<file path="src/rtl/seq_reg_pkg.sv">
package seq_reg_pkg;
  localparam int ADDR_W = 16;
  localparam int BUS_W  = 16;
  localparam int REG_W  = 8;
  localparam int CAL_W  = 12;
  localparam int BIAS_N = 16;
  localparam int IDX_W  = $clog2(BIAS_N);
  localparam int PIN_W  = 5;

  localparam logic [ADDR_W-1:0] A_DATA   = 16'h0000;
  localparam logic [ADDR_W-1:0] A_MODE   = 16'h0040;
  localparam logic [ADDR_W-1:0] A_CAL    = 16'h0100;
  localparam logic [ADDR_W-1:0] A_BIAS   = 16'h0180;
  localparam logic [ADDR_W-1:0] A_PHASE  = 16'h0800;
  localparam logic [ADDR_W-1:0] A_STATUS = 16'h0C00;

  localparam logic [2:0] OP_DIRECT = 3'b101;

  localparam int MB_RESET = 5;
  localparam int MB_TRIG  = 6;

  typedef enum logic [2:0] {
    RD_NONE, RD_DATA, RD_MODE, RD_PHASE, RD_STATUS, RD_CAL, RD_BIAS
  } rdSel_e;

  typedef struct packed {
    logic             wrData;
    logic             wrMode;
    logic             wrPhase;
    logic             wrCal;
    logic             wrBias;
    logic [IDX_W-1:0] biasIdx;
    rdSel_e           rdSel;
  } strobe_t;
endpackage

</file>
<file path="src/rtl/seq_reg_ctrl.sv">
module seq_reg_ctrl
  import seq_reg_pkg::*;
(
  input  logic [ADDR_W-1:0] busAddr,
  input  logic              busWr,
  input  logic              busRd,
  output strobe_t           strobe
);
  localparam logic [ADDR_W-1:0] BIAS_SPAN = ADDR_W'(4 * BIAS_N);

  logic [ADDR_W-1:0] biasOff;
  logic              biasHit;
  logic              unusedOff;

  assign biasOff   = busAddr - A_BIAS;
  assign biasHit   = (busAddr >= A_BIAS) && (biasOff < BIAS_SPAN) && (busAddr[1:0] == 2'b00);
  assign unusedOff = ^biasOff;

  always_comb begin
    strobe         = '0;
    strobe.rdSel   = RD_NONE;
    strobe.biasIdx = biasOff[2 +: IDX_W];
    if (busWr) begin
      strobe.wrData  = (busAddr == A_DATA);
      strobe.wrMode  = (busAddr == A_MODE);
      strobe.wrPhase = (busAddr == A_PHASE);
      strobe.wrCal   = (busAddr == A_CAL);
      strobe.wrBias  = biasHit;
    end
    if (busRd) begin
      if      (busAddr == A_DATA)   strobe.rdSel = RD_DATA;
      else if (busAddr == A_MODE)   strobe.rdSel = RD_MODE;
      else if (busAddr == A_PHASE)  strobe.rdSel = RD_PHASE;
      else if (busAddr == A_STATUS) strobe.rdSel = RD_STATUS;
      else if (busAddr == A_CAL)    strobe.rdSel = RD_CAL;
      else if (biasHit)             strobe.rdSel = RD_BIAS;
    end
  end
endmodule

</file>
<file path="src/rtl/seq_reg_dpath.sv">
module seq_reg_dpath
  import seq_reg_pkg::*;
(
  input  logic                    clk,
  input  logic                    rstN,
  input  strobe_t                 strobe,
  input  logic [BUS_W-1:0]        busWdata,
  input  logic                    coreOpDone,
  input  logic                    coreHoldInFlash,
  input  logic                    coreQuiet,
  output logic [BUS_W-1:0]        busRdata,
  output logic [REG_W-1:0]        modeReg,
  output logic [REG_W-1:0]        dataReg,
  output logic [REG_W-1:0]        phaseReg,
  output logic [CAL_W-1:0]        calReg,
  output logic [BIAS_N*REG_W-1:0] biasFlat,
  output logic [PIN_W-1:0]        directPins
);
  logic [REG_W-1:0] biasMem [BIAS_N];
  logic             unusedHi;

  assign unusedHi = ^busWdata[BUS_W-1:CAL_W];

  always_ff @(posedge clk) begin
    if (!rstN) begin
      dataReg  <= '0;
      phaseReg <= '0;
      calReg   <= '0;
      modeReg  <= '0;
    end else begin
      if (strobe.wrData)  dataReg  <= busWdata[REG_W-1:0];
      if (strobe.wrPhase) phaseReg <= busWdata[REG_W-1:0];
      if (strobe.wrCal)   calReg   <= busWdata[CAL_W-1:0];
      if (strobe.wrMode) begin
        modeReg <= busWdata[REG_W-1:0];
      end else begin
        modeReg[MB_RESET] <= 1'b0;
        if (coreOpDone) modeReg[MB_TRIG] <= 1'b0;
      end
    end
  end

  for (genvar i = 0; i < BIAS_N; i++) begin : g_bias
    always_ff @(posedge clk) begin
      if (!rstN)                                          biasMem[i] <= '0;
      else if (strobe.wrBias && strobe.biasIdx == IDX_W'(i)) biasMem[i] <= busWdata[REG_W-1:0];
    end
    assign biasFlat[i*REG_W +: REG_W] = biasMem[i];
  end

  assign directPins = (modeReg[2:0] == OP_DIRECT) ? dataReg[PIN_W-1:0] : '0;

  always_comb begin
    busRdata = '0;
    unique case (strobe.rdSel)
      RD_DATA:   busRdata = BUS_W'(dataReg);
      RD_MODE:   busRdata = BUS_W'(modeReg);
      RD_PHASE:  busRdata = BUS_W'(phaseReg);
      RD_STATUS: busRdata = BUS_W'({coreQuiet, coreHoldInFlash});
      RD_CAL:    busRdata = BUS_W'(calReg);
      RD_BIAS:   busRdata = BUS_W'(biasMem[strobe.biasIdx]);
      default:   busRdata = '0;
    endcase
  end
endmodule

</file>
<file path="src/rtl/seq_reg_bank.sv">
module seq_reg_bank
  import seq_reg_pkg::*;
(
  input  logic                    clk,
  input  logic                    rstN,
  input  logic [ADDR_W-1:0]       busAddr,
  input  logic                    busWr,
  input  logic                    busRd,
  input  logic [BUS_W-1:0]        busWdata,
  output logic [BUS_W-1:0]        busRdata,
  input  logic                    coreOpDone,
  input  logic                    coreHoldInFlash,
  input  logic                    coreQuiet,
  output logic [2:0]              opMode,
  output logic                    calPulseEn,
  output logic                    testMode,
  output logic                    softReset,
  output logic                    softTrigger,
  output logic                    hwTrigEn,
  output logic [REG_W-1:0]        dataOut,
  output logic [REG_W-1:0]        phaseOut,
  output logic [CAL_W-1:0]        calDac,
  output logic [BIAS_N*REG_W-1:0] biasDac,
  output logic [PIN_W-1:0]        directPins
);
  strobe_t          strobe;
  logic [REG_W-1:0] modeReg;

  seq_reg_ctrl u_ctrl (
    .busAddr (busAddr),
    .busWr   (busWr),
    .busRd   (busRd),
    .strobe  (strobe)
  );

  seq_reg_dpath u_dpath (
    .clk             (clk),
    .rstN            (rstN),
    .strobe          (strobe),
    .busWdata        (busWdata),
    .coreOpDone      (coreOpDone),
    .coreHoldInFlash (coreHoldInFlash),
    .coreQuiet       (coreQuiet),
    .busRdata        (busRdata),
    .modeReg         (modeReg),
    .dataReg         (dataOut),
    .phaseReg        (phaseOut),
    .calReg          (calDac),
    .biasFlat        (biasDac),
    .directPins      (directPins)
  );

  assign opMode      = modeReg[2:0];
  assign calPulseEn  = modeReg[3];
  assign testMode    = modeReg[4];
  assign softReset   = modeReg[MB_RESET];
  assign softTrigger = modeReg[MB_TRIG];
  assign hwTrigEn    = modeReg[7];
endmodule

</file>
<file path="config.mk">
export PLATFORM = sky130hd
export DESIGN_NAME = seq_reg_bank
export DESIGN_NICKNAME = d
export VERILOG_FILES = /design/src/rtl/seq_reg_pkg.sv /design/src/rtl/seq_reg_ctrl.sv /design/src/rtl/seq_reg_dpath.sv /design/src/rtl/seq_reg_bank.sv
export SDC_FILE = /design/constraint.sdc
export NUM_CORES = 1
export LEC_CHECK = 0
export ABC_CLOCK_PERIOD_IN_PS = 3600
export BUFFER_PORTS_ARGS = -buffer_cell sky130_fd_sc_hd__buf_4
export CAP_MARGIN = 20
export CORE_MARGIN = 2
export CORE_UTILIZATION = 40
export DETAILED_ROUTE_END_ITERATION = 6
export SLEW_MARGIN = 40
export SYNTH_ARGS = -nofsm -noshare
export SYNTH_HDL_FRONTEND = slang
export SYNTH_HIERARCHICAL = 1
export SYNTH_SLANG_ARGS = --single-unit
export TNS_END_PERCENT = 10
</file>
<file path="constraint.sdc">
create_clock -name clk -period 3.6 [get_ports clk]
set_input_delay 0.54 -clock clk [delete_from_list [all_inputs] [get_ports clk]]
set_output_delay 0.54 -clock clk [all_outputs]
set_load 0.02 [all_outputs]
</file>
==> results.toml, run 1 <==
[grt]
grt_pass1_vias = 6041
antenna_found_initial = 0
grt_max_degree = 57
grt.total_usage = 0.231
grt_pass1_wl_mm = 36.6
grt_overflow = 0

[power_and_ir_drop]
leakage_nw = 4.12
ir_worst_vdd_v = 0.000318
power.density_mw_per_mm2 = 404
total_power_w = 0.00432

[synth]
synth.distinct_cells = 50
synthMuxAreaShare = 0.157
ys_seq_area_frac = 0.567
synth-xor-area-share = 0
synthArstFlopShare = 0
synth_area_leaders = "edfxtp_1 (48%), and2_1 (11%), dfxtp_1 (9.0%)"
synth_simple_gate_area_frac = 0.195
synth_commonest_cells = "and2_1 (138), edfxtp_1 (128), mux2i_1 (46)"
synth_top_family_by_area = "simple AND/OR/NAND/NOR gates"
synth_edf_count = 128
syn_area_mm2 = 0.00805
synthCells = 609
avgSynthCellArea_um2 = 13.2
netlist.area_leader.share = 0.478
ys_seq_elements = 164
synth_fa_ha_area_frac = 0.00155
synth_compound_area_frac = 0.0432
yosysWarnings = 6
yosys.area.top_type = "edfxtp_1"
synth_ff_type = "edfxtp_1"
synthMostInstantiatedCell = "and2_1"

[cells_and_area]
drive_gt1_frac = 0.395
fillCellCount = 1676
multiInputGateArea_mm2 = 0.00328
stdcell_area_mm2 = 0.0107
nNetsFinal = 878
final_cells = 1116
seq_area_mm2 = 0.00456
antenna_cells = 0
area_growth_pct = 32.7

[sta]
rsz0062_at_grt = "yes"
slew_headroom = 0.591
maxSlewViolCount = 0
setup_viol = 0
fmax_ghz = 0.282
fin_worst_skew_ns = 0
tightestPinTransition_ns = 0.611
whs_ns = 0.386
setup-tns-final_ns = 0
min_period_ns = 3.54
fin_crit_sh = 0.984
hold_viol = 0

[clocking]
clk_latency_ns = 0.42
cts_tree = "yes"
clock_sinks = 164
cts_root_buffer = "clkbuf_16"
cts_buffer_depth = 2
cts_buffers = 17
clkTransAtPathRegs_ns = 0.06
htreeDepth = 4

[worst_setup_path]
required_ns = 3.06
cp.arrival_ns = 3.00
startpoint = "busAddr[12]"
path_class = "in -> out"
cp_max_fo = 7
regToRegStartpoint = "u_dpath/modeReg[6]$_SDFFE_PN0P_"
startpoint_type = "input pin"
end_kind = "output port"

[placement]
gp_congestion = 0.823
placed_area_mm2 = 0.0101
io_buffers = 215
post-dp-hpwl_mm = 17.8
place_inst = 1082

[routing]
first_pass_iters = 5
drt-initial-drc-count = 348
drc_errors = 0
wl_per_cell_um = 22.4
vias_per_cell = 5.31
totalWireLength_mm = 25.0
ant_nets = 0
vias = 5926

[die]
rows = 51
ios = 224
dieArea_mm2 = 0.0213
die_h_um = 146
start_util = 0.411
core_area_mm2 = 0.0196
die_w_um = 146

[run_status]
outcome = "completed"

[flow_run]
drv_cap = 0

[hold_path]
min-delay-start = "busWdata[10]"
hold_path_class = "in -> reg"
final timing paths:
kind,to,slack [ns],depth (start not counted)
hold reg to reg,u_dpath/calReg[8]$_SDFFE_PN0P_,0.54,2
hold / removal,u_dpath/calReg[10]$_SDFFE_PN0P_,0.39,3
setup / recovery,busRdata[7],0.06,12
setup reg to reg,u_dpath/modeReg[6]$_SDFFE_PN0P_,2.79,3
layout by cell type, fill, tap and decap left out, types with 3 or more instances in the layout:
cell / netlist / final
buf_4: 10 / 256
and2_1: 138 / 138
a22o_1: 3 / 3
o21ai_0: 17 / 16
a22oi_1: 11 / 9
dfxtp_1: 36 / 36
mux2i_1: 46 / 46
inv_1: 3 / 3
clkinvlp_4: 0 / 4
nor2b_1: 40 / 39
edfxtp_1: 128 / 128
clkbuf_16: 0 / 17
nand2b_1: 4 / 4
nand3b_1: 6 / 6
nor2_4: 4 / 4
or2_2: 3 / 3
nand2_1: 10 / 10
conb_1: 1 / 4
o2111ai_2: 0 / 3
nand3_1: 5 / 5
inv_6: 0 / 3
a21oi_1: 4 / 4
mux4_2: 22 / 22
nor2_1: 26 / 26
and3b_1: 3 / 3
mux4_1: 10 / 10
kinds of logic after synthesis:
group,count (synthesis)
adder cells (fa/ha/maj),1
other,1
multiplexers,82
AO/OA/AOI/OAI,51
AND/OR/NAND/NOR,255
flip-flops,164
buffers and inverters,55
per-layer routing:
metal | up-vias | share of wire | wire [µm] | GRT usage
met1 | 2954 | 0.42 | 10500 | 0.306
met3 | 26 | 0.086 | 2150 | 0.0539
met5 | - | 0 | 0 | 0
li1 | 2672 | - | - | -
met2 | 274 | 0.48 | 12000 | 0.379
met4 | 0 | 0.013 | 321 | 0.0681
stage by stage:
step,utilization,setup slack (ns)
6_report,0.545,0.0580
5_1_grt,0.545,-0.0532
4_1_cts,0.541,0.00684
3_5_place_dp,0.514,0.00921
3_3_place_gp,0.514,0.0607
2_1_floorplan,-,0.267
repair_timing:
| action | in CTS | in global routing |
|---|---|---|
| hold buffers | 0 | 0 |
| endpoints found under the setup margin | 0 | 8 |
| gates resized for setup | 0 | 15 |
| setup buffers | 0 | 2 |
power by group:
part	leakage, nW	total (W)	switching, W	internal, W
Combinational	2.37	0.000501	0.000292	0.000209
Clock	0.249	0.00166	0.000772	0.000884
Sequential	1.50	0.00216	0.0000511	0.00211
Total	4.12	0.00432	0.00112	0.00320
cell type report:
class                           instances  area share
Multi-Input combinational cell        393       0.307
Clock inverter                         15      0.0101
Timing Repair Buffer                  259       0.184
Inverter                                3     0.00105
Clock buffer                           17      0.0398
Sequential cell                       164       0.427
Tap cell                              265      0.0310
registers in the layout, summed over array words and instances (netlist names):
name	cells
u_dpath/dataReg	8
u_dpath/biasMem	128
u_dpath/calReg	12
u_dpath/modeReg	8
u_dpath/phaseReg	8
critical path, cell delays in order:
cell and delay, ns:
buf_4 0.12, nor4_4 0.29, nand4_2 0.16, buf_4 0.18
a2111oi_2 0.34, buf_4 0.23, nand3b_1 0.19, nor2_1 0.08
buf_4 0.16, a22oi_1 0.33, o2111ai_2 0.21, buf_6 0.18
No activity file was read; power rests on OpenSTA's default activity.
==> run 2: changes to the inputs <==
- CORE_MARGIN: 2 -> 5
==> run 2 against run 1 <==
The run now ends with negative setup slack left. Critical path depth is the same. Routed wire length grew 2.9%. Clock skew is the same. Critical endpoint is now busRdata[0]. Largest power group unchanged. Hold slack lost 0.0079 ns. Highest routed layer unchanged. Non-clock buffer count shrank 5. Fmax shrank 2.5%. Power grew 5.1%. Cell count shrank 0.45%. Global-route usage shrank 1.5 points.
==> results.toml, run 2 (synthesized netlist as in run 1, its figures left out) <==
[run_status]
outcome = "finished, violations left"
violations = "negative setup slack"

[grt]
grt_pass1_vias = 5999
grt.total_usage = 0.216
grt_overflow = 0
grt_pass1_wl_mm = 37.8
grt_max_degree = 57
antenna_found_initial = 0

[sta]
slew_headroom = 0.528
rsz0062_at_grt = "yes"
fmax_ghz = 0.275
setup_viol = 1
fin_worst_skew_ns = 0
tightestPinTransition_ns = 0.708
maxSlewViolCount = 0
setup_slack_ns = -0.0315
min_period_ns = 3.63
fin_crit_sh = 1.01
hold_viol = 0
setup-tns-final_ns = -0.0315

[placement]
place_inst = 1078
pre_cts_ws_ns = -0.0469
io_buffers = 215
placed_area_mm2 = 0.0100
post-dp-hpwl_mm = 18.6
gp_congestion = 0.850

[cells_and_area]
layout_common_cells = "buf_4 (249), and2_1 (138), edfxtp_1 (128), mux2i_1 (46), nor2b_1 (38)"
final_cells = 1111
top_register = "u_dpath/biasMem"
stdcell_area_mm2 = 0.0108
largest_reg_flops = 128
area_growth_pct = 33.8
drive_gt1_frac = 0.398
final_common_cell = "buf_4"
utilization = 0.548
nNetsFinal = 873
reg.largest.list = "u_dpath/biasMem x128, u_dpath/calReg x12"

[die]
die_h_um = 152
dieArea_mm2 = 0.0231
start_util = 0.409
rows = 51
core_area_mm2 = 0.0197
ios = 224
die_w_um = 152

[clocking]
cts_buffers = 17
htreeDepth = 4
clkTransAtPathRegs_ns = 0.06
postCtsSetupRepairBufs = 0
cts_root_buffer = "clkbuf_16"
cts_hold_buf = 0
cts_tree = "yes"
clk_latency_ns = 0.42
cts_buffer_depth = 2
clock_sinks = 164

[routing]
first_pass_iters = 5
vias_per_cell = 5.33
wl_met3_mm = 2.12
drt-initial-drc-count = 319
ant_nets = 0
highest_layer = "met4"
wl_per_cell_um = 23.2
totalWireLength_mm = 25.7
drc_errors = 0
vias = 5926
wl_met2_mm = 12.5
met1Wirelength_mm = 10.9

[worst_setup_path]
path_class = "in -> out"
slowest_stage = "or3_1"
cp.arrival_ns = 3.09
cpMostUsedCell = "buf_4"
r2r_slack_ns = 2.81
required_ns = 3.06
reg2reg_depth = 3
cp.depth = 12
cpPeakStageDelay_ns = 0.37
startpoint = "busAddr[14]"
crit_buf_inv = 5
path_cells = "buf_4 -> nor4_4 -> nand4_2 -> buf_4 -> a2111oi_2 -> buf_4 -> nand3b_1 -> nor2_1 -> buf_4 -> a22o_1 -> or3_1 -> buf_4"
startpoint_type = "input pin"
cp_max_fo = 7
regToRegStartpoint = "u_dpath/modeReg[6]$_SDFFE_PN0P_"
timing.rr.end = "u_dpath/modeReg[6]$_SDFFE_PN0P_"
crit_family = "simple AND/OR/NAND/NOR gates"
crit_end = "busRdata[0]"
end_kind = "output port"

[power_and_ir_drop]
power.density_mw_per_mm2 = 421
leakage_nw = 4.15
ir_worst_vdd_v = 0.000403

[hold_path]
hold_path_class = "in -> reg"

[flow_run]
drv_cap = 0
-- run 2: cell types whose count changed in the layout (fill, tap and decap cells not counted), moves of 2 or more --
cell	previous run	this run
clkinv_1	2	0
buf_4	256	249
mux2_2	2	4
bufinv_16	0	3
mux2_4	2	0
-- run 2: layout make-up --
cell class / instances / area (µm²)
Antenna cell: 1 / 2.50
Timing Repair Buffer: 254 / 1930
Inverter: 3 / 11.3
Multi-Input combinational cell: 393 / 3330
Clock buffer: 17 / 425
Sequential cell: 164 / 4560
Clock inverter: 14 / 178
Fill cell: 1708 / 8890
Tap cell: 265 / 332
-- run 2: worst min-delay path: stages --
cell,delay [ns]
buf_4,0.08
mux2i_1,0.05
nor2b_1,0.09
-- run 2: metrics by stage --
stage          total power (W)  hold slack (ns)
6_report               0.00454            0.378
5_1_grt                0.00468            0.387
4_1_cts                0.00456            0.362
3_5_place_dp           0.00270            0.533
3_3_place_gp           0.00270            0.519
2_1_floorplan          0.00245            0.597
-- run 2: report_power, final --
part / internal (W) / total, W / switching, W
logic: 0.000209 / 0.000505 / 0.000296
clock network: 0.00110 / 0.00187 / 0.000772
registers: 0.00211 / 0.00216 / 0.0000543
-- run 2: how the worst min path moves through the flow --
stage,from,to,slack (ns),cells past startpoint
finish,busWdata[9],u_dpath/calReg[9]$_SDFFE_PN0P_,0.38,3
floorplan,u_dpath/calReg[10]$_SDFFE_PN0P_,u_dpath/calReg[10]$_SDFFE_PN0P_,0.60,2
CTS,busWdata[10],u_dpath/calReg[10]$_SDFFE_PN0P_,0.36,3
detailed placement,u_dpath/phaseReg[3]$_SDFFE_PN0P_,u_dpath/phaseReg[3]$_SDFFE_PN0P_,0.53,2
global route,busWdata[11],u_dpath/calReg[11]$_SDFFE_PN0P_,0.39,3
global placement,u_dpath/calReg[9]$_SDFFE_PN0P_,u_dpath/calReg[9]$_SDFFE_PN0P_,0.52,2
-- run 2: repair_timing --
action / 4_1_cts / 5_1_grt
gates cloned: 1 / 0
pin swaps: 2 / 6
resized for setup: 4 / 19
endpoints found under the setup margin: 2 / 8
-- run 2: layer usage --
| layer | up-vias | global-route usage |
|---|---|---|
| met2 | 253 | 0.355 |
| met1 | 2991 | 0.287 |
| met5 | - | 0 |
| li1 | 2661 | - |
| met4 | 0 | 0.0390 |
| met3 | 21 | 0.0656 |
==> run 3: changes to the inputs <==
- ABC_AREA: unset -> 1
- ABC_CLOCK_PERIOD_IN_PS: 3600 -> 3900
- clock period: 3.6 -> 3.9 ns (I/O delays scaled with it)
==> run 3 against run 2 <==
The flow now finishes without violations. Largest power group unchanged. Routed wire length rose by 4.3%. Largest cell class unchanged. Non-clock buffer count is 26 lower. Final area decreased by 3.6%. Critical endpoint is now busRdata[1]. Global-route usage grew 1.3 points. Die area unchanged. Critical path depth grew 4. Register-to-register slack better by 0.37 ns. Clock skew stayed put.
==> results.toml, run 3 <==
[worst_setup_path]
cp_max_fo = 9
path_cells = "buf_4 -> ha_1 -> nor2_1 -> nand3_1 -> nor2_1 -> nand3_2 -> nand2_1 -> nand2_1 -> inv_1 -> inv_1 -> nor3_2 -> nand2_1 -> o211ai_1 -> nor2_1 -> nand2_1 -> buf_4"
end_kind = "output port"
cp.arrival_ns = 2.83
cpMostUsedCell = "nand2_1"
cpPeakStageDelay_ns = 0.46
startpoint_type = "input pin"
required_ns = 3.31
slowest_stage = "nor3_2"
path_class = "in -> out"

[routing]
vias_per_cell = 4.97
highest_layer = "met4"
wl_per_cell_um = 18.3
wl_met2_mm = 12.8
ant_nets = 0
totalWireLength_mm = 26.8
wl_met3_mm = 2.09
first_pass_iters = 5
met1Wirelength_mm = 11.3
drt-initial-drc-count = 629
drc_errors = 0
vias = 7277

[power_and_ir_drop]
pwr-share-clk = 0.386
power_frac_seq = 0.490
leakage_nw = 4.76
power.density_mw_per_mm2 = 392
power_switching_w = 0.00108
combPwrFrac = 0.124
ir_worst_vdd_v = 0.000310
internal_power_w = 0.00299
sw_frac_of_total = 0.265

[cells_and_area]
utilization = 0.528
final_common_cell = "nand2_1"
fillCellCount = 1923
seq_area_mm2 = 0.00456
multiInputGateArea_mm2 = 0.00300
antenna_cells = 0
area_growth_pct = 29.0
reg.largest.list = "u_dpath/biasMem x128, u_dpath/calReg x12"
stdcell_area_mm2 = 0.0104
largest_reg_flops = 128
layout_common_cells = "nand2_1 (387), buf_4 (228), nor2_1 (164), edfxtp_1 (128), inv_1 (49)"
drive_gt1_frac = 0.242
nNetsFinal = 1226
top_register = "u_dpath/biasMem"

[clocking]
cts_tree = "yes"
cts_buffer_depth = 2
cts_root_buffer = "clkbuf_16"
clock_sinks = 164
clkTransAtPathRegs_ns = 0.06
cts_buffers = 17
post_cts_resized = 0
postCtsSetupRepairBufs = 0
htreeDepth = 4
clk_latency_ns = 0.43
cts_hold_buf = 0

[hold_path]
hold_path_class = "in -> reg"

[synth]
synth.distinct_cells = 29
ys_seq_elements = 164
yosysWarnings = 6
avgSynthCellArea_um2 = 8.08
netlist.area_leader.share = 0.478
syn_area_mm2 = 0.00805
synth_commonest_cells = "nand2_1 (387), nor2_1 (167), edfxtp_1 (128)"
synth_edf_count = 128
synthCells = 996
ys_seq_area_frac = 0.567
yosys.area.top_type = "edfxtp_1"
synth_ff_type = "edfxtp_1"
synthMostInstantiatedCell = "nand2_1"
synthArstFlopShare = 0
synth_area_leaders = "edfxtp_1 (48%), nand2_1 (18%), dfxtp_1 (9.0%)"

[sta]
setup_viol = 0
fin_crit_sh = 0.876
tightestPinTransition_ns = 0.772
fin_worst_skew_ns = 0
setup-tns-final_ns = 0
rsz0062_at_grt = "no"
hold_viol = 0
fmax_ghz = 0.293
min_period_ns = 3.42
slew_headroom = 0.485
maxSlewViolCount = 0
whs_ns = 0.362

[die]
rows = 51
dieArea_mm2 = 0.0231
start_util = 0.409
die_h_um = 152
core_area_mm2 = 0.0197
ios = 224
die_w_um = 152

[grt]
grt.total_usage = 0.228
grt_pass1_wl_mm = 41.5
grt_pass1_vias = 7107
grt_max_degree = 67
grt_overflow = 0
antenna_found_initial = 0

[placement]
io_buffers = 215
gp_congestion = 0.868
placed_area_mm2 = 0.00983
post-dp-hpwl_mm = 18.9

[flow_run]
drv_cap = 0

[run_status]
outcome = "completed"
[run 3: path summary, 6_finish.rpt]
check | slack, ns | startpoint | cells after the start | end
worst max-delay path | 0.48 | busAddr[7] | 16 | busRdata[1]
worst min register to register | 0.48 | u_dpath/calReg[11]$_SDFFE_PN0P_ | 2 | u_dpath/calReg[11]$_SDFFE_PN0P_
worst max register to register | 3.18 | u_dpath/modeReg[6]$_SDFFE_PN0P_ | 2 | u_dpath/modeReg[6]$_SDFFE_PN0P_
worst min-delay path | 0.36 | coreOpDone | 2 | u_dpath/modeReg[6]$_SDFFE_PN0P_
[run 3: power by group through the flow]
| stage | registers, W | logic (W) | clock network (W) |
|---|---|---|---|
| after floorplan | 0.00211 | 0.000198 | 0 |
| after global placement | 0.00203 | 0.000505 | 0 |
| after detailed placement | 0.00203 | 0.000508 | 0 |
| after CTS | 0.00200 | 0.000509 | 0.00160 |
| after global routing | 0.00200 | 0.000548 | 0.00168 |
| final | 0.00199 | 0.000506 | 0.00157 |
[run 3: routing by layer]
layer | up-vias | track usage
met5 | - | 0
met4 | 0 | 0.0805
met3 | 40 | 0.0503
met2 | 305 | 0.370
met1 | 3370 | 0.304
li1 | 3562 | -
[run 3: worst max-delay path, delay by kind of cell]
family                   cells  cell delay, ns
adder cells (fa/ha/maj)      1            0.27
AND/OR/NAND/NOR             10            1.34
AO/OA/AOI/OAI                1            0.13
buffers and inverters        4            0.50
[run 3: cell families after synthesis]
kind of cell | after synthesis | share of synthesized area
compound gates | 95 | 0.0625
fa+ha+maj | 1 | 0.00155
flops | 164 | 0.567
simple gates | 613 | 0.305
buf+inv | 122 | 0.0636
other cells | 1 | 0.000466
[run 3: per-stage QoR]
| stage | worst slack, ns | instances | total power [W] |
|---|---|---|---|
| final | 0.485 | 1464 | 0.00407 |
| after global routing | 0.190 | 1464 | 0.00423 |
| after CTS | 0.479 | 1464 | 0.00410 |
| after detailed placement | 0.493 | 1432 | 0.00254 |
| after global placement | 0.530 | 1432 | 0.00254 |
| after floorplan | 1.03 | 999 | 0.00231 |
[run 3: cell type report]
cell class | instances | area share
flip-flops and latches | 164 | 0.440
clock inverters | 12 | 0.0102
clock buffers | 20 | 0.0421
inverters | 62 | 0.0227
repair buffers | 228 | 0.165
multi-input cells | 713 | 0.289
well taps | 265 | 0.0319
